`config.mk`:
```
export PLATFORM = sky130hd
export DESIGN_NAME = uart_host_regs
export DESIGN_NICKNAME = d
export VERILOG_FILES = /design/src/rtl/uart_hr_pkg.sv /design/src/rtl/uart_hr_rxq.sv /design/src/rtl/uart_hr_irq_sel.sv /design/src/rtl/uart_host_regs.sv
export SDC_FILE = /design/constraint.sdc
export NUM_CORES = 1
export LEC_CHECK = 0
export ABC_AREA = 1
export BUFFER_PORTS_ARGS = -buffer_cell sky130_fd_sc_hd__buf_2
export CORE_MARGIN = 4
export CORE_UTILIZATION = 40
export CTS_CLUSTER_DIAMETER = 40
export DETAILED_ROUTE_END_ITERATION = 10
export PLACE_DENSITY = 0.56
export SKIP_LAST_GASP = 1
export SLEW_MARGIN = 20
export SYNTH_ARGS = -nofsm -noshare
export SYNTH_HDL_FRONTEND = slang
export SYNTH_SLANG_ARGS = --single-unit
```
`constraint.sdc`:
```
create_clock -name clk -period 2.89 [get_ports clk]
set_input_delay 0.578 -clock clk [delete_from_list [all_inputs] [get_ports clk]]
set_output_delay 0.578 -clock clk [all_outputs]
set_load 0.02 [all_outputs]
```
`src/rtl/uart_hr_pkg.sv`:
```
package uart_hr_pkg;

    typedef enum logic [2:0] {
        OFF_DATA = 3'd0,
        OFF_IER  = 3'd1,
        OFF_IIR  = 3'd2,
        OFF_LCR  = 3'd3,
        OFF_MCR  = 3'd4,
        OFF_LSR  = 3'd5,
        OFF_MSR  = 3'd6,
        OFF_SCR  = 3'd7
    } reg_off_e;

    // interrupt reason codes reported in the low nibble of the reason read
    localparam logic [3:0] WHY_NONE  = 4'h1;
    localparam logic [3:0] WHY_LINE  = 4'h6;
    localparam logic [3:0] WHY_RXD   = 4'h4;
    localparam logic [3:0] WHY_TXE   = 4'h2;
    localparam logic [3:0] WHY_MODEM = 4'h0;

    typedef struct packed {
        logic [7:0] dll;
        logic [7:0] dlh;
        logic [3:0] ier;
        logic [7:0] lcr;
        logic [4:0] mcr;
        logic [3:0] dlt;
        logic [7:0] fcr;
        logic [7:0] scr;
        logic       oe;
        logic       thre;
        logic [7:0] rdata;
        logic       txv;
        logic [7:0] txb;
    } regs_t;

    // modem line levels {DCD, RI, DSR, CTS} seen for a given control value
    function automatic logic [3:0] modem_lines(input logic [4:0] mcr);
        if (mcr[4]) begin
            return {mcr[3], mcr[2], mcr[0], mcr[1]};
        end
        return 4'b1010;
    endfunction

endpackage

```
`src/rtl/uart_hr_rxq.sv`:
```
module uart_hr_rxq #(
    parameter int DEPTH = 16
) (
    input  logic       clk,
    input  logic       rst_n,
    input  logic       deep_i,
    input  logic       flush_i,
    input  logic       push_i,
    input  logic [7:0] push_data_i,
    input  logic       pop_i,
    output logic [7:0] head_o,
    output logic       nonempty_o,
    output logic       accept_o
);
    localparam int AW = (DEPTH > 1) ? $clog2(DEPTH) : 1;
    localparam int CW = $clog2(DEPTH + 1);

    typedef struct packed {
        logic [AW-1:0] wp;
        logic [AW-1:0] rp;
        logic [CW-1:0] cnt;
    } qstate_t;

    qstate_t    st_d, st_q;
    logic [7:0] mem [DEPTH];
    logic [CW-1:0] cap;
    logic       full, do_pop, accept;

    function automatic logic [AW-1:0] bump(input logic [AW-1:0] p);
        return (p == AW'(DEPTH - 1)) ? '0 : p + AW'(1);
    endfunction

    always_comb begin
        st_d   = st_q;
        cap    = deep_i ? CW'(DEPTH) : CW'(1);
        full   = (st_q.cnt >= cap);
        do_pop = pop_i && (st_q.cnt != '0) && !flush_i;
        accept = push_i && !flush_i && (!full || do_pop);
        if (flush_i) begin
            st_d = '0;
        end else begin
            if (accept) st_d.wp = bump(st_q.wp);
            if (do_pop) st_d.rp = bump(st_q.rp);
            st_d.cnt = st_q.cnt + CW'(accept) - CW'(do_pop);
        end
    end

    always_ff @(posedge clk or negedge rst_n) begin
        if (!rst_n) st_q <= '0;
        else        st_q <= st_d;
    end

    always_ff @(posedge clk) begin
        if (accept) mem[st_q.wp] <= push_data_i;
    end

    assign head_o     = mem[st_q.rp];
    assign nonempty_o = (st_q.cnt != '0);
    assign accept_o   = accept;

endmodule

```
`src/rtl/uart_hr_irq_sel.sv`:
```
module uart_hr_irq_sel
    import uart_hr_pkg::*;
(
    input  logic [3:0] ier_i,
    input  logic       overrun_i,
    input  logic       rx_ready_i,
    input  logic       tx_pend_i,
    input  logic       modem_delta_i,
    output logic [3:0] why_o,
    output logic       active_o
);
    localparam int NSRC = 4;

    logic [NSRC-1:0] hit;
    logic [3:0]      code [NSRC];

    // index 0 is the highest priority
    assign hit[0] = overrun_i     && ier_i[2];
    assign hit[1] = rx_ready_i    && ier_i[0];
    assign hit[2] = tx_pend_i     && ier_i[1];
    assign hit[3] = modem_delta_i && ier_i[3];

    assign code[0] = WHY_LINE;
    assign code[1] = WHY_RXD;
    assign code[2] = WHY_TXE;
    assign code[3] = WHY_MODEM;

    always_comb begin
        why_o = WHY_NONE;
        for (int i = NSRC - 1; i >= 0; i--) begin
            if (hit[i]) why_o = code[i];
        end
    end

    assign active_o = |hit;

endmodule

```
`src/rtl/uart_host_regs.sv`:
```
module uart_host_regs
    import uart_hr_pkg::*;
#(
    parameter int FIFO_DEPTH = 16,
    parameter int REF_CLK_HZ = 1843200,
    parameter int BAUD       = 9600,
    parameter int OVERSAMPLE = 16
) (
    input  logic       clk,
    input  logic       rst_n,
    input  logic       acc_en_i,
    input  logic       acc_wr_i,
    input  logic [2:0] acc_addr_i,
    input  logic [7:0] acc_wdata_i,
    output logic [7:0] acc_rdata_o,
    output logic       tx_valid_o,
    output logic [7:0] tx_byte_o,
    input  logic       rx_valid_i,
    input  logic [7:0] rx_byte_i,
    output logic       irq_o
);
    localparam int          DIVISOR = REF_CLK_HZ / (BAUD * OVERSAMPLE);
    localparam logic [15:0] DIV16   = 16'(DIVISOR);

    regs_t      r_d, r_q;
    logic       q_flush, q_push, q_pop, q_accept, q_nonempty;
    logic [7:0] q_pdata, q_head;
    logic [3:0] why;
    logic       irq_act;
    logic       dlab, loop;
    logic [3:0] lines_old, lines_new;

    uart_hr_rxq #(.DEPTH(FIFO_DEPTH)) u_rxq (
        .clk        (clk),
        .rst_n      (rst_n),
        .deep_i     (r_q.fcr[0]),
        .flush_i    (q_flush),
        .push_i     (q_push),
        .push_data_i(q_pdata),
        .pop_i      (q_pop),
        .head_o     (q_head),
        .nonempty_o (q_nonempty),
        .accept_o   (q_accept)
    );

    uart_hr_irq_sel u_sel (
        .ier_i        (r_q.ier),
        .overrun_i    (r_q.oe),
        .rx_ready_i   (q_nonempty),
        .tx_pend_i    (r_q.thre),
        .modem_delta_i(|r_q.dlt),
        .why_o        (why),
        .active_o     (irq_act)
    );

    assign dlab      = r_q.lcr[7];
    assign loop      = r_q.mcr[4];
    assign lines_old = modem_lines(r_q.mcr);
    assign lines_new = modem_lines(acc_wdata_i[4:0]);

    always_comb begin
        r_d     = r_q;
        r_d.txv = 1'b0;
        q_flush = 1'b0;
        q_pop   = 1'b0;
        q_push  = rx_valid_i && !loop;
        q_pdata = rx_byte_i;

        if (acc_en_i && acc_wr_i) begin
            if (dlab && acc_addr_i == OFF_DATA) begin
                r_d.dll = acc_wdata_i;
            end else if (dlab && acc_addr_i == OFF_IER) begin
                r_d.dlh = acc_wdata_i;
            end else begin
                case (reg_off_e'(acc_addr_i))
                    OFF_DATA: begin
                        if (loop) begin
                            q_push  = 1'b1;
                            q_pdata = acc_wdata_i;
                        end else begin
                            r_d.txv = 1'b1;
                            r_d.txb = acc_wdata_i;
                        end
                        r_d.thre = 1'b1;
                    end
                    OFF_IER: r_d.ier = acc_wdata_i[3:0];
                    OFF_IIR: begin
                        if (r_q.fcr[0] ^ acc_wdata_i[0]) q_flush = 1'b1;
                        if (!acc_wdata_i[0]) begin
                            r_d.fcr = 8'h00;
                        end else begin
                            if (acc_wdata_i[1]) q_flush = 1'b1;
                            r_d.fcr = acc_wdata_i & 8'hC9;
                        end
                    end
                    OFF_LCR: r_d.lcr = acc_wdata_i;
                    OFF_MCR: begin
                        r_d.mcr    = acc_wdata_i[4:0];
                        r_d.dlt[0] = r_q.dlt[0] | (lines_old[0] ^ lines_new[0]);
                        r_d.dlt[1] = r_q.dlt[1] | (lines_old[1] ^ lines_new[1]);
                        r_d.dlt[2] = r_q.dlt[2] | (lines_old[2] & ~lines_new[2]);
                        r_d.dlt[3] = r_q.dlt[3] | (lines_old[3] ^ lines_new[3]);
                    end
                    OFF_SCR: r_d.scr = acc_wdata_i;
                    default: ;
                endcase
            end
        end else if (acc_en_i) begin
            if (dlab && acc_addr_i == OFF_DATA) begin
                r_d.rdata = r_q.dll;
            end else if (dlab && acc_addr_i == OFF_IER) begin
                r_d.rdata = r_q.dlh;
            end else begin
                case (reg_off_e'(acc_addr_i))
                    OFF_DATA: begin
                        q_pop     = q_nonempty;
                        r_d.rdata = q_nonempty ? q_head : 8'hFF;
                    end
                    OFF_IER: r_d.rdata = {4'h0, r_q.ier};
                    OFF_IIR: begin
                        r_d.rdata = {r_q.fcr[0] ? 2'b11 : 2'b00, 2'b00, why};
                        if (why == WHY_TXE) r_d.thre = 1'b0;
                    end
                    OFF_LCR: r_d.rdata = r_q.lcr;
                    OFF_MCR: r_d.rdata = {3'b000, r_q.mcr};
                    OFF_LSR: begin
                        r_d.rdata = {1'b0, 2'b11, 3'b000, r_q.oe, q_nonempty};
                        r_d.oe    = 1'b0;
                    end
                    OFF_MSR: begin
                        r_d.rdata = {lines_old, r_q.dlt};
                        r_d.dlt   = 4'h0;
                    end
                    OFF_SCR: r_d.rdata = r_q.scr;
                    default: r_d.rdata = 8'hFF;
                endcase
            end
        end

        // a rejected push outranks a same-cycle status read
        if (q_push && !q_flush && !q_accept) r_d.oe = 1'b1;
    end

    always_ff @(posedge clk or negedge rst_n) begin
        if (!rst_n) begin
            r_q     <= '0;
            r_q.dll <= DIV16[7:0];
            r_q.dlh <= DIV16[15:8];
        end else begin
            r_q <= r_d;
        end
    end

    assign acc_rdata_o = r_q.rdata;
    assign tx_valid_o  = r_q.txv;
    assign tx_byte_o   = r_q.txb;
    assign irq_o       = irq_act;

endmodule

```
## After elaboration in Yosys (flattened, before gate mapping)

Memory sizes are Yosys's and may differ from the RTL's.
Cells that the tools add are included.

- Output and inout port bits: 18
- Memory bits (writable): 128
- Logic and storage cells: 166
- Latch bits: 0
- Memories: 1
- Bits in read-only memories: 0
- Register bits: 85
- Bits of input ports: 24

Memory list:

| memory | depth | bits a word | rd ports | clocked after Yosys merged registers in | write ports | RTL line | RTL |
|---|---|---|---|---|---|---|---|
| u_rxq.mem | 16 | 8 | 1 | 0 | 1 | uart_hr_rxq.sv:25 | `logic [7:0] mem [DEPTH];` |

- Reductions and logical operators: 42
- Shift operators: 0
- Magnitude comparators: 1
- Multiplexer cells: 73
- Div/mod/pow operators: 0
- Multipliers: 0
- Add/subtract/negate cells: 4
- Bitwise logic cells: 14
- Equal/unequal tests: 15

Operator list:

| operator | number |
|---|---|
| $mux W8 | 11 |
| $pmux W8 S8 | 1 |
| $mux W4 | 14 |
| $mux W9 | 5 |
| $mux W20 | 2 |
| $mux W1 | 31 |
| $reduce_and A4 Y1 | 5 |
| $reduce_bool A2 Y1 | 8 |
| $reduce_and A5 Y1 | 3 |
| $logic_and A1 B1 Y1 | 13 |
| $mux W13 | 1 |
| $eq A3 B3 Y1 const B | 4 |
| $mux W10 | 1 |
| $ne A2 B1 Y1 const B | 5 |
| $add A4 B1 Y4 const B | 2 |
| $eq A4 B4 Y1 const B | 2 |
| $mux W2 | 4 |
| $reduce_or A4 Y1 | 2 |
| $eq A3 B2 Y1 const B | 2 |
| $mux W3 | 2 |
| $reduce_and A6 Y1 | 1 |
| $add A5 B1 Y5 | 1 |
| $ge A5 B5 Y1 | 1 |
| $mux W5 | 1 |
| 13 further kinds | 27 |

## Logic depth before layout (Yosys ltp)

Gate-level depths: netlist of the first run.

- Depth after elaboration: 16
- Mapped depth: 20
- Mapped depth without buffers: 19

## Hierarchy

A second synthesis of the first run with hierarchy kept.

- Cells, all modules: 1,026
- Area, all modules: 9,882.0 µm²

By module, submodules not included:

| module | area an instance (µm²) | cells an instance | instances | sequential area each (µm²) |
|---|---|---|---|---|
| uart_hr_rxq | 6,209.7 | 544 | 1 | 4,169.0 |
| uart_host_regs | 3,597.2 | 468 | 1 | 1,629.1 |
| uart_hr_irq_sel | 75.1 | 14 | 1 | 0.0 |

## Least setup slack after synthesis of the first run

Ideal clock, no wire load.

- Path kind: input to register
- Start point: in acc_addr_i[2]
- End point: reg u_rxq.st_q[4] (netlist bit)
- Setup time: 125 ps
- Stages on the path: 19
- Data required time: 2,765 ps
- Buffers on the path: 2
- Arrival: 2,758 ps
- Setup slack: 7 ps
- Cells stage by stage: buf_4 inv_4 nand2_4 inv_2 and2_1 buf_6 nand3_4 inv_1 ha_1 inv_1 ha_1 fa_1 inv_1 nor2_1 nor2_1 nor2_1 nor2_1 xor2_1 nor2_1

RTL lines:

| what | RTL line | RTL |
|---|---|---|
| start: declaration | uart_host_regs.sv:13 | `input logic [2:0] acc_addr_i,` |
| end signal: assignment | uart_hr_rxq.sv:50 | `else st_q <= st_d;` |
| end: declaration | uart_hr_rxq.sv:24 | `qstate_t st_d, st_q;` |

==> results of run 1 <==
## placed cells by master, fill, tap and decap left out, drive strengths merged
| cell type | count |
|---|---|
| buf | 96 |
| nand3 | 71 |
| nor4 | 2 |
| a21boi | 1 |
| bufinv | 3 |
| edfxtp | 128 |
| xor2 | 6 |
| clkinvlp | 4 |
| dfstp | 2 |
| ha | 15 |
| fa | 1 |
| xnor2 | 3 |
| nor2 | 165 |
| o21ai | 123 |
| and2 | 1 |
| o22ai | 4 |
| clkbuf | 40 |
| nor3 | 20 |
| a21oi | 42 |
| o21a | 1 |
| nand2 | 176 |
| inv | 85 |
| a41oi | 1 |
| nand4 | 11 |
| or2 | 1 |
| clkinv | 14 |
| dfrtp | 76 |
## synthesized netlist by cell type, types with 2 or more instances
cell / count
buf_1: 6
nand4_1: 11
inv_2: 4
o21ai_0: 122
dfstp_2: 2
edfxtp_1: 128
buf_2: 10
nor2_2: 2
nand3_4: 2
nand2_1: 169
buf_4: 18
nor2_1: 161
ha_1: 15
xor2_1: 6
dfrtp_1: 76
nor3_1: 18
clkinv_1: 2
nor3_2: 2
nand2_2: 4
nand2_4: 3
clkbuf_1: 17
inv_1: 77
a21oi_1: 42
o22ai_1: 4
nand3_1: 69
xnor2_1: 3
buf_6: 5
## layout make-up
type	instances	area, um^2	share of cell area, %
clock buffers	40	895	7.84
flip-flops and latches	206	5800	50.8
inverters	84	318	2.79
well taps	319	399	3.50
clock inverters	22	238	2.08
repair buffers	96	646	5.66
multi-input cells	644	3110	27.3
## cells by family (layout without fill, tap and decap cells)
group,Yosys count,in the layout,synth area share (%)
flops,206,206,60.7
buf+inv,141,242,6.81
fa+ha+maj,16,16,2.17
compound gates,172,172,9.27
xor+xnor,9,9,0.825
simple gates,447,447,20.2
## path summary, 6_finish.rpt
path / slack (ps) / end / cells after the start / startpoint
max reg2reg: 270 / u_rxq.st_q[4] / 18 / u_rxq.st_q[3]
max: 270 / u_rxq.st_q[4] / 18 / u_rxq.st_q[3]
min: 50 / tx_byte_o[7] / 1 / rst_n
max in group asynchronous: 2150 / r_q[66] / 2 / rst_n
min reg2reg: 480 / r_q[50] / 2 / r_q[50]
min in group clk: 340 / r_q[69] / 3 / acc_wdata_i[5]
## flip-flops by register name, indices dropped and copies added, names as in the netlist
register,cells
u_rxq.st_q,13
acc_rdata_o,8
u_rxq.mem,128
loop,1
dlab,1
tx_byte_o,8
r_q,46
tx_valid_o,1
## stage by stage
step,worst slack [ps],area (um^2)
after floorplan,6.98,9550
after global placement,78.4,10300
after detailed placement,37.3,10300
after CTS,141,11400
after global routing,21.7,11400
final,268,11400
## per-layer routing
layer	vias up	track usage, %
li1	3463	-
met1	3326	26.5
met2	187	29.6
met3	44	3.54
met4	0	6.37
met5	-	0
## power groups by stage
stage	clock network (W)	logic, W	registers [W]
after global placement	0	0.00266	0.00376
after global routing	0.00415	0.00304	0.00376
after CTS	0.00400	0.00269	0.00372
final	0.00394	0.00268	0.00372
after floorplan	0	0.00195	0.00369
after detailed placement	0	0.00268	0.00377
==> reports/results.txt, run 1 <==
Slew @ Worst Pin: 1060 ps
global placer's final weighted congestion: 0.875
clock slew at reported path FFs: 50 ps
Final ANT Viol Nets: 0
first-pass GRT wire length: 38.4 mm
part of the power in registers: 36.0%
Ports: 42
Critical Path End Type: register
maximum vdd drop: 0.554 mV
Critical Path Source Type: register
met3 wire length: 1.28 mm
max-slew violation count: 0
Clock Skews: 22.5 ps
WP buf/inv: 4
clock share of power: 38.1%
Hold Path Class: in2async
Area Growth Syn to Fin: 19.4%
Max-cap violations: 0
clk_lat worst skew: 510 ps
Setup TNS: 0 ps
Syn Inst Count: 991
Top FF cell, synth: edfxtp_1
Net Count, Synth: 1,031
Clock Path Buffers: 3
P_int: 0.00689 W
CTS root buffer: clkbuf_16
Core Area: 0.0235 mm^2
mapped cell area: 0.00955 mm^2
WP data required: 3270 ps
router iterations before antenna repair: 5
H-tree depth: 2
critical path type: reg2reg
crit-path max cell delay: 390 ps
Num CTS Buffers: 34
register area share after synthesis: 60.7%
Slew HR: 28.9%
#FFs+latches synth: 206
Sw Pwr: 0.00344 W
routed vias/inst: 4.98
DR WL/cell: 17.5 um
Fill cells: 2,203
Cells after DPL: 1,349
Synthesis Warnings: 0
share of the synthesized area in the top cell type: 40.2%
Site Rows: 56
largest net degree at the start of global routing: 68
cts hold-fix bufs: 0
CP arrival: 3000 ps
initial antenna violation count: 0
maximum clock frequency: 381 MHz
Post-synth ARST share: 37.9%
dominant cells by area after synthesis: edfxtp_1 40%, dfrtp_1 20%, nand2_1 6.6%
Final setup viols: 0
hold_ws: 46.8 ps
power per cell area: 906 mW/mm^2
Die W: 163 um
layout cells sized above 1: 16.4%
routed length on met1: 11.4 mm
PortBufs: 41
vias in the first global route: 6,771
# nets final: 1,106
worst-path fanout max: 5
Avg Inst Size Synth: 9.64 um^2
dominant delay contributor by cell family on the critical path: adder cells
final hold vios: 0
CTS tree: done
Overflow after GRT: 0
post-cts resize count: 0
Initial DRC Count: 595
Tmin final: 2620 ps
status: complete, no violations
number of synthesized flops with an enable pin: 128
Leak Pwr: 4.78 nW
sw frac: 33.3%
Gate power share: 25.9%
DR WL met2: 11.4 mm
unrepaired setup endpoints after global routing: no
# diodes: 0
Synth area leader: edfxtp_1
Yosys cell types: 40
postcts setup bufs: 0
uppermost routed layer: met4
total number of vias: 7,020
Clock Sink Count: 206
drc violations: 0
Die ar.: 0.0264 mm^2
Final period util: 90.7%
Crit path top cell by count: nor2_1
worst-path cell chain: inv_1 -> ha_1 -> nand3_2 -> and2_4 -> nand3_4 -> buf_4 -> o21ai_4 -> nand3_4 -> inv_1 -> ha_1 -> fa_1 -> inv_1 -> nor2_1 -> nor2_1 -> nor2_1 -> nor2_1 -> xor2_1 -> nor2_1
fin cells: 1,411
Initial Util: 40.7%
CP max stage cell: fa_1
GR Util All Layers: 18.8%
total power: 0.0103 W
HPWL after DPL: 16.6 mm
Die Height: 163 um
Core Util, Final: 48.6%
Total Wirelength: 24.7 mm
Note: power is estimated with default switching activity, not from simulation.
==> inputs of run 2 (changes only) <==
--- a/config.mk
+++ b/config.mk
@@ -16,4 +16,5 @@
 export SLEW_MARGIN = 20
 export SYNTH_ARGS = -nofsm -noshare
 export SYNTH_HDL_FRONTEND = slang
+export SYNTH_HIERARCHICAL = 1
 export SYNTH_SLANG_ARGS = --single-unit
==> constraint.sdc (replaced) <==
create_clock -name clk -period 2.89 [get_ports clk]
set_input_delay 0.578 -clock clk [delete_from_list [all_inputs] [get_ports clk]]
set_output_delay 0.578 -clock clk [all_outputs]
set_load 0.01 [all_outputs]
==> run 2 against run 1 <==
  * Register-to-register slack improved by 50 ps
  * Synthesized cell count increased by 3.5%
  * Non-clock buffer count decreased by 1
  * Worst hold slack got worse by 13 ps
  * Critical endpoint is now u_rxq/st_q[4]
  * Largest cell class unchanged
  * Via count increased by 1.8%
  * Worst setup slack improved by 51 ps
  * Largest power group is now sequential cells
==> reports/results.txt, run 2 <==
Placed Area: 0.0105 mm^2 (+2.6%)
Tmin final: 2570 ps (-50.6 ps)
Ports: 42 (unchanged)
Max-cap violations: 0 (unchanged)
CP arrival: 2990 ps (about the same)
clock slew at reported path FFs: 60 ps (about the same)
Initial DRC Count: 574 (-3.5%)
Gate power share: 28.3% (+2.4 points)
Final ANT Viol Nets: 0 (unchanged)
power per cell area: 880 mW/mm^2 (-2.9%)
maximum clock frequency: 389 MHz (+2.0%)
worst-path fanout max: 4 (-1)
max reg flops: 128 (unchanged)
Die ar.: 0.0273 mm^2 (+3.3%)
postcts setup bufs: 0 (unchanged)
biggest regs: u_rxq/mem x128, r_q x46, u_rxq/st_q x13
Setup TNS: 0 ps (unchanged)
# nets final: 1,134 (+2.5%)
drc violations: 0 (unchanged)
Slew @ Worst Pin: 637 ps (-423 ps)
global placer's final weighted congestion: 0.899 (+2.7%)
Overflow after GRT: 0 (unchanged)
mapped cell area: 0.00988 mm^2 (+3.4%)
initial antenna violation count: 0 (unchanged)
Post-synth ARST share: 37.9% (unchanged)
crit-path max cell delay: 380 ps (about the same)
sw frac: 34.7% (+1.4 points)
Fill cells: 2,352 (+6.8%)
H-tree depth: 1 (-1)
commonest cells after routing, fill and taps aside: 189 x nand2_1, 138 x nor2_1, 128 x edfxtp_1, 87 x inv_1, 75 x dfrtp_1
Syn Inst Count: 1,026 (+3.5%)
total power: 0.0101 W (-1.8%)
Hold Path Class: in2async
Total Wirelength: 24.8 mm (+0.52%)
Area Growth Syn to Fin: 16.7%
total number of vias: 7,146 (+1.8%)
most common cell in the netlist: nand2_1
top cells by count, synth: 189 x nand2_1, 139 x nor2_1, 128 x edfxtp_1
Final setup viols: 0 (unchanged)
Synthesis Warnings: 6 (+6)
Initial Util: 40.6% (-0.064 points)
Multi-input gate area: 0.00328 mm^2 (+5.5%)
#FFs+latches synth: 206 (unchanged)
max-slew violation count: 0 (unchanged)
Avg Inst Size Synth: 9.63 um^2 (about the same)
Die W: 165 um (+1.6%)
GR Util All Layers: 18.5% (-0.32 points)
Critical Path End Type: register
PortBufs: 41 (unchanged)
Synth area leader: edfxtp_1
Yosys cell types: 41 (+2.5%)
cts hold-fix bufs: 0 (unchanged)
Clock Path Buffers: 3 (unchanged)
Core Area: 0.0243 mm^2 (+3.6%)
layout cells sized above 1: 17.4% (+0.96 points)
CP max stage cell: dfrtp_1
CTS root buffer: clkbuf_16
maximum vdd drop: 0.503 mV (-9.2%)
unrepaired setup endpoints after global routing: no
final hold vios: 0 (unchanged)
Num CTS Buffers: 30 (-12%)
Critical Path Source Type: register
routed vias/inst: 4.96 (-0.39%)
Leak Pwr: 4.90 nW (+2.4%)
DR WL/cell: 17.2 um (-1.6%)
share of the synthesized area in the top cell type: 38.9% (-1.3 points)
Register Area: 0.00580 mm^2 (unchanged)
part of the power in registers: 37.0% (+1.0 points)
HPWL after DPL: 17.0 mm (+2.2%)
Reg with most FFs: u_rxq/mem
commonest non-fill, non-tap cell in the layout: nand2_1
Final period util: 89.0% (-1.8 points)
Die Height: 165 um (+1.6%)
number of synthesized flops with an enable pin: 128 (unchanged)
Final Instance Area: 0.0115 mm^2 (+1.1%)
P_int: 0.00662 W (-3.9%)
status: complete, no violations
CTS tree: done
vias in the first global route: 6,857 (+1.3%)
# diodes: 0 (unchanged)
WP data required: 3310 ps (+40 ps)
Clock Skews: 15.6 ps (-6.95 ps)
register area share after synthesis: 58.7% (-2.0 points)
critical path type: reg2reg
Net Count, Synth: 1,066 (+3.4%)
post-cts resize count: 0 (unchanged)
Site Rows: 57 (+1.8%)
Clock Sink Count: 206 (unchanged)
first-pass GRT wire length: 39.0 mm (+1.5%)
worst-path cell chain: inv_1 -> ha_1 -> nand3_2 -> nand2_1 -> nor3_2 -> nand3_4 -> inv_1 -> ha_1 -> inv_1 -> ha_1 -> fa_2 -> a21oi_1 -> o21bai_1 -> xnor2_1 -> nor2_1
router iterations before antenna repair: 5 (unchanged)
clock share of power: 34.7% (-3.4 points)
dominant cells by area after synthesis: edfxtp_1 39%, dfrtp_1 19%, nand2_1 7.2%
Slew HR: 57.5% (+29 points)
Sw Pwr: 0.00353 W (+2.4%)
clk_lat worst skew: 540 ps (+30 ps)
Top FF cell, synth: edfxtp_1
largest net degree at the start of global routing: 54 (-21%)
==> run 2: cell types whose count changed after synthesis, moves of 9 or more <==
cell      delta
inv_1       +10
o21ai_1     +28
nor3_1      +33
buf_4       +10
o21ai_0     -48
nor2_1      -22
clkbuf_1    -11
nand4_1     +11
nand2_1     +20
nand3_1     -30
o211ai_1     +9
==> run 2: power by group through the flow <==
stage	combinational [W]	clock (W)	sequential, W
6_report	0.00288	0.00352	0.00376
3_3_place_gp	0.00286	0	0.00381
3_5_place_dp	0.00287	0	0.00381
4_1_cts	0.00289	0.00359	0.00376
2_1_floorplan	0.00215	0	0.00370
5_1_grt	0.00324	0.00375	0.00380
==> run 2: final timing paths <==
kind | from | slack, ps | to | cells after the start
worst max-delay path | u_rxq/st_q[2] | 320 | u_rxq/st_q[4] | 15
worst min-delay path | rst_n | 30 | acc_rdata_o[6] | 1
worst max register to register | u_rxq/st_q[2] | 320 | u_rxq/st_q[4] | 15
worst min register to register | acc_rdata_o[0] | 470 | acc_rdata_o[0] | 2
max in group asynchronous | rst_n | 2250 | r_q[35] | 2
min in group clk | acc_wdata_i[7] | 260 | tx_byte_o[7] | 3
==> run 2: final cells by class <==
cell class / count / area share [%]
multi-input cells: 662 / 28.5
well taps: 324 / 3.52
repair buffers: 95 / 5.64
inverters: 99 / 3.42
flip-flops and latches: 206 / 50.3
clock buffers: 33 / 6.79
clock inverters: 23 / 1.87
==> run 2: per-layer routing <==
| metal | track usage, % | up-vias | wire (um) |
|---|---|---|---|
| li1 | - | 3581 | - |
| met3 | 2.61 | 49 | 1410 |
| met2 | 28.4 | 213 | 11200 |
| met1 | 27.1 | 3303 | 11500 |
| met4 | 6.28 | 0 | 681 |
| met5 | 0 | - | 0 |
==> run 2: per-stage QoR <==
step                      worst slack [ps]  hold WS [ps]  cells  util [%]
after floorplan                      -13.3           282   1026         -
after global placement                36.2           467   1386      43.3
after detailed placement             -40.3           464   1386      43.3
after CTS                              190          49.9   1442      47.4
after global routing                  91.8          73.1   1442      47.4
final                                  318          33.7   1442      47.4
==> run 2: logic make-up after synthesis <==
group                    count (synthesis)  synth area share, %
AND/OR/NAND/NOR                        465                 21.0
flip-flops                             206                 58.7
AO/OA/AOI/OAI                          173                 9.33
buffers and inverters                  158                 8.19
adder cells (fa/ha/maj)                 16                 2.10
XOR/XNOR                                 7                0.620
other                                    1               0.0379
==> run 2: worst max-delay path, delay by kind of cell (launching register included) <==
kind,cells,cell delay (ps)
adder cells (fa/ha/maj),4,1030
AND/OR/NAND/NOR,5,450
flip-flops,1,380
buffers and inverters,3,240
AO/OA/AOI/OAI,2,220
XOR/XNOR,1,140
==> inputs of run 3 (changes only) <==
--- a/config.mk
+++ b/config.mk
@@ -5,7 +5,6 @@
 export SDC_FILE = /design/constraint.sdc
 export NUM_CORES = 1
 export LEC_CHECK = 0
-export ABC_AREA = 1
 export BUFFER_PORTS_ARGS = -buffer_cell sky130_fd_sc_hd__buf_2
 export CORE_MARGIN = 4
 export CORE_UTILIZATION = 40
==> run 3 against run 2 <==
  * The flow now finishes with violations (negative setup slack)
  * Clock skew increased by 5.8 ps
  * Worst hold slack better by 58 ps
  * Final cell count fell by 22%
  * Synthesized cell count shrank 36%
  * Via count fell by 16%
  * Highest routed layer unchanged
==> reports/results.txt, run 3 <==
status: complete, but fails checks
failing checks: negative setup slack
clk_lat worst skew: 500 ps (-40 ps)
Synthesis Warnings: 6 (unchanged)
Die ar.: 0.0266 mm^2 (-2.6%)
register area share after synthesis: 60.3% (+1.6 points)
worst-path fanout max: 4 (unchanged)
dpl ws: -187 ps (-147 ps)
Clock Skews: 21.4 ps (+5.85 ps)
first-pass GRT wire length: 37.2 mm (-4.4%)
WP buf/inv: 4 (+1)
critical path type: reg2reg
vias in the first global route: 6,247 (-8.9%)
Final Instance Area: 0.0122 mm^2 (+5.7%)
Fill cells: 2,003 (-15%)
Initial Util: 40.8% (+0.19 points)
maximum vdd drop: 0.494 mV (-1.7%)
max reg flops: 128 (unchanged)
Reg with most FFs: u_rxq/mem
Worst Setup SP: u_rxq/st_q[2]
power per cell area: 865 mW/mm^2 (-1.7%)
met3 wire length: 1.21 mm (-14%)
final hold vios: 0 (unchanged)
DR WL met2: 11.8 mm (+5.1%)
CP arrival: 3470 ps (+480 ps)
CTS tree: done
Leak Pwr: 4.67 nW (-4.7%)
number of synthesized flops with an enable pin: 128 (unchanged)
H-tree depth: 2 (+1)
router iterations before antenna repair: 5 (unchanged)
Top FF cell, synth: edfxtp_1
Critical Path End Type: register
min setup slack post-route: -170 ps (-488 ps)
commonest non-fill, non-tap cell in the layout: edfxtp_1
R2R Setup Slk: -170 ps (-490 ps)
layout cells sized above 1: 41.1% (+24 points)
worst r2r dst: u_rxq/st_q[4]
PortBufs: 41 (unchanged)
global placer's final weighted congestion: 0.864 (-3.9%)
DR WL/cell: 21.4 um (+24%)
Setup TNS: -314 ps (-314 ps)
Slew @ Worst Pin: 644 ps (+7.19 ps)
R2R depth: 15 (unchanged)
HPWL after DPL: 16.3 mm (-3.8%)
biggest regs: u_rxq/mem x128, r_q x46, u_rxq/st_q x13
top cells by count, synth: 128 x edfxtp_1, 76 x dfrtp_1, 49 x mux2_2
clock slew at reported path FFs: 40 ps (-20 ps)
largest net degree at the start of global routing: 44 (-19%)
Critical Path Source Type: register
most common cell in the netlist: edfxtp_1
Die Height: 163 um (-1.3%)
Initial DRC Count: 541 (-5.7%)
Clock Sink Count: 206 (unchanged)
Placed Area: 0.0108 mm^2 (+2.5%)
Die W: 163 um (-1.3%)
Tmin final: 3060 ps (+488 ps)
CP max stage cell: or4b_4
Post-synth ARST share: 37.9% (unchanged)
commonest cells after routing, fill and taps aside: 128 x edfxtp_1, 74 x dfrtp_1, 74 x buf_4, 49 x mux2_2, 40 x buf_2
Ports: 42 (unchanged)
dominant delay contributor by cell family on the critical path: simple AND/OR/NAND/NOR gates
Syn Inst Count: 660 (-36%)
max-slew violation count: 0 (unchanged)
drc violations: 0 (unchanged)
Num CTS Buffers: 35 (+17%)
routed vias/inst: 5.35 (+7.9%)
Avg Inst Size Synth: 14.6 um^2 (+51%)
Area Growth Syn to Fin: 26.8%
Max-cap violations: 0 (unchanged)
Final period util: 106% (+17 points)
total power: 0.0105 W (+3.9%)
mapped cell area: 0.00961 mm^2 (-2.7%)
Overflow after GRT: 0 (unchanged)
# nets final: 815 (-28%)
Yosys cell types: 73 (+78%)
#FFs+latches synth: 206 (unchanged)
total number of vias: 6,002 (-16%)
Site Rows: 56 (-1.8%)
Total Wirelength: 24.0 mm (-3.1%)
unrepaired setup endpoints after global routing: yes
Net Count, Synth: 700 (-34%)
dominant cells by area after synthesis: edfxtp_1 40%, dfrtp_1 20%, mux4_2 7.5%
maximum clock frequency: 327 MHz (-16%)
initial antenna violation count: 0 (unchanged)
Slew HR: 57.1% (-0.43 points)
Synth area leader: edfxtp_1
Clock Path Buffers: 3 (unchanged)
share of the synthesized area in the top cell type: 40.0% (+1.1 points)
routed length on met1: 10.6 mm (-7.4%)
worst-path cell chain: inv_2 -> ha_4 -> or4b_4 -> buf_4 -> and3_4 -> nand2_4 -> buf_4 -> o32ai_4 -> buf_12 -> ha_4 -> fa_2 -> a21oi_2 -> nor2_1 -> or3_1 -> a21oi_2
WP data required: 3300 ps (about the same)
CTS root buffer: clkbuf_16
Reg2Reg Launch Point: u_rxq/st_q[2]
Multi-input gate area: 0.00357 mm^2 (+8.8%)
Hold Path Class: in2async
Final ANT Viol Nets: 0 (unchanged)
Cells after DPL: 1,036 (-25%)
Register Area: 0.00580 mm^2 (about the same)
fin cells: 1,122 (-22%)
crit-path max cell delay: 470 ps (+90 ps)
Core Area: 0.0235 mm^2 (-3.2%)
Final setup viols: 3 (+3)
uppermost routed layer: met4
GR Util All Layers: 18.4% (-0.12 points)
run 3: cell count changes after synthesis, moves of 17 or more:
cell / previous run / this run
nand4_1: 22 / 1
o21ai_0: 74 / 19
inv_1: 87 / 21
nor3_1: 51 / 3
mux4_2: 0 / 32
nand3_1: 39 / 12
a21oi_1: 50 / 26
nor2_1: 139 / 32
mux2i_1: 0 / 17
o21ai_1: 28 / 1
nor2b_1: 0 / 18
nand2_1: 189 / 29
mux2_2: 0 / 49
run 3: layout make-up:
class,instances,area share (%)
well taps,319,3.28
clock buffers,47,8.15
repair buffers,135,9.50
clock inverters,17,1.46
multi-input cells,376,29.3
flip-flops and latches,206,47.6
diodes,1,0.0205
inverters,21,0.647
run 3: repair_timing:
action | in CTS | in global routing
pin swaps | 2 | 3
hold buffers | 0 | 0
gates resized for setup | 10 | 6
endpoints found under the setup margin | 2 | 95
setup buffers | 8 | 13
run 3: metrics by stage:
step | hold WS (ps) | utilization (%)
2_1_floorplan | 282 | -
3_3_place_gp | 485 | 45.8
3_5_place_dp | 493 | 45.8
4_1_cts | 102 | 51.2
5_1_grt | 120 | 51.7
6_report | 91.8 | 51.8
run 3: kinds of logic after synthesis:
group	Yosys count	share of synthesized area, %
AND/OR/NAND/NOR	145	8.79
adder cells (fa/ha/maj)	16	2.16
flip-flops	206	60.3
multiplexers	106	16.3
AO/OA/AOI/OAI	100	7.16
XOR/XNOR	8	0.729
other	1	0.0390
buffers and inverters	78	4.54
run 3: where the power goes:
group | switching, W | total (W) | internal [W]
registers | 0.000320 | 0.00384 | 0.00352
logic | 0.00127 | 0.00266 | 0.00140
clock network | 0.00142 | 0.00404 | 0.00262
total | 0.00301 | 0.0105 | 0.00753
run 3: per-layer routing:
layer	GRT usage (%)	up-vias
met5	0	-
met4	4.65	0
met3	3.73	31
met2	30.5	146
met1	25.0	3086
li1	-	2739
run 3: worst max path at each step:
| stage | endpoint | slack (ps) | depth (start not counted) |
|---|---|---|---|
| finish | u_rxq/st_q[4] | -170 | 15 |
| global route | u_rxq/st_q[4] | -300 | 15 |
| CTS | irq_o | -140 | 8 |
| detailed placement | u_rxq/mem[2][7] | -190 | 12 |
| global placement | u_rxq/mem[2][5] | -140 | 12 |
| floorplan | u_rxq/st_q[1] | -180 | 12 |
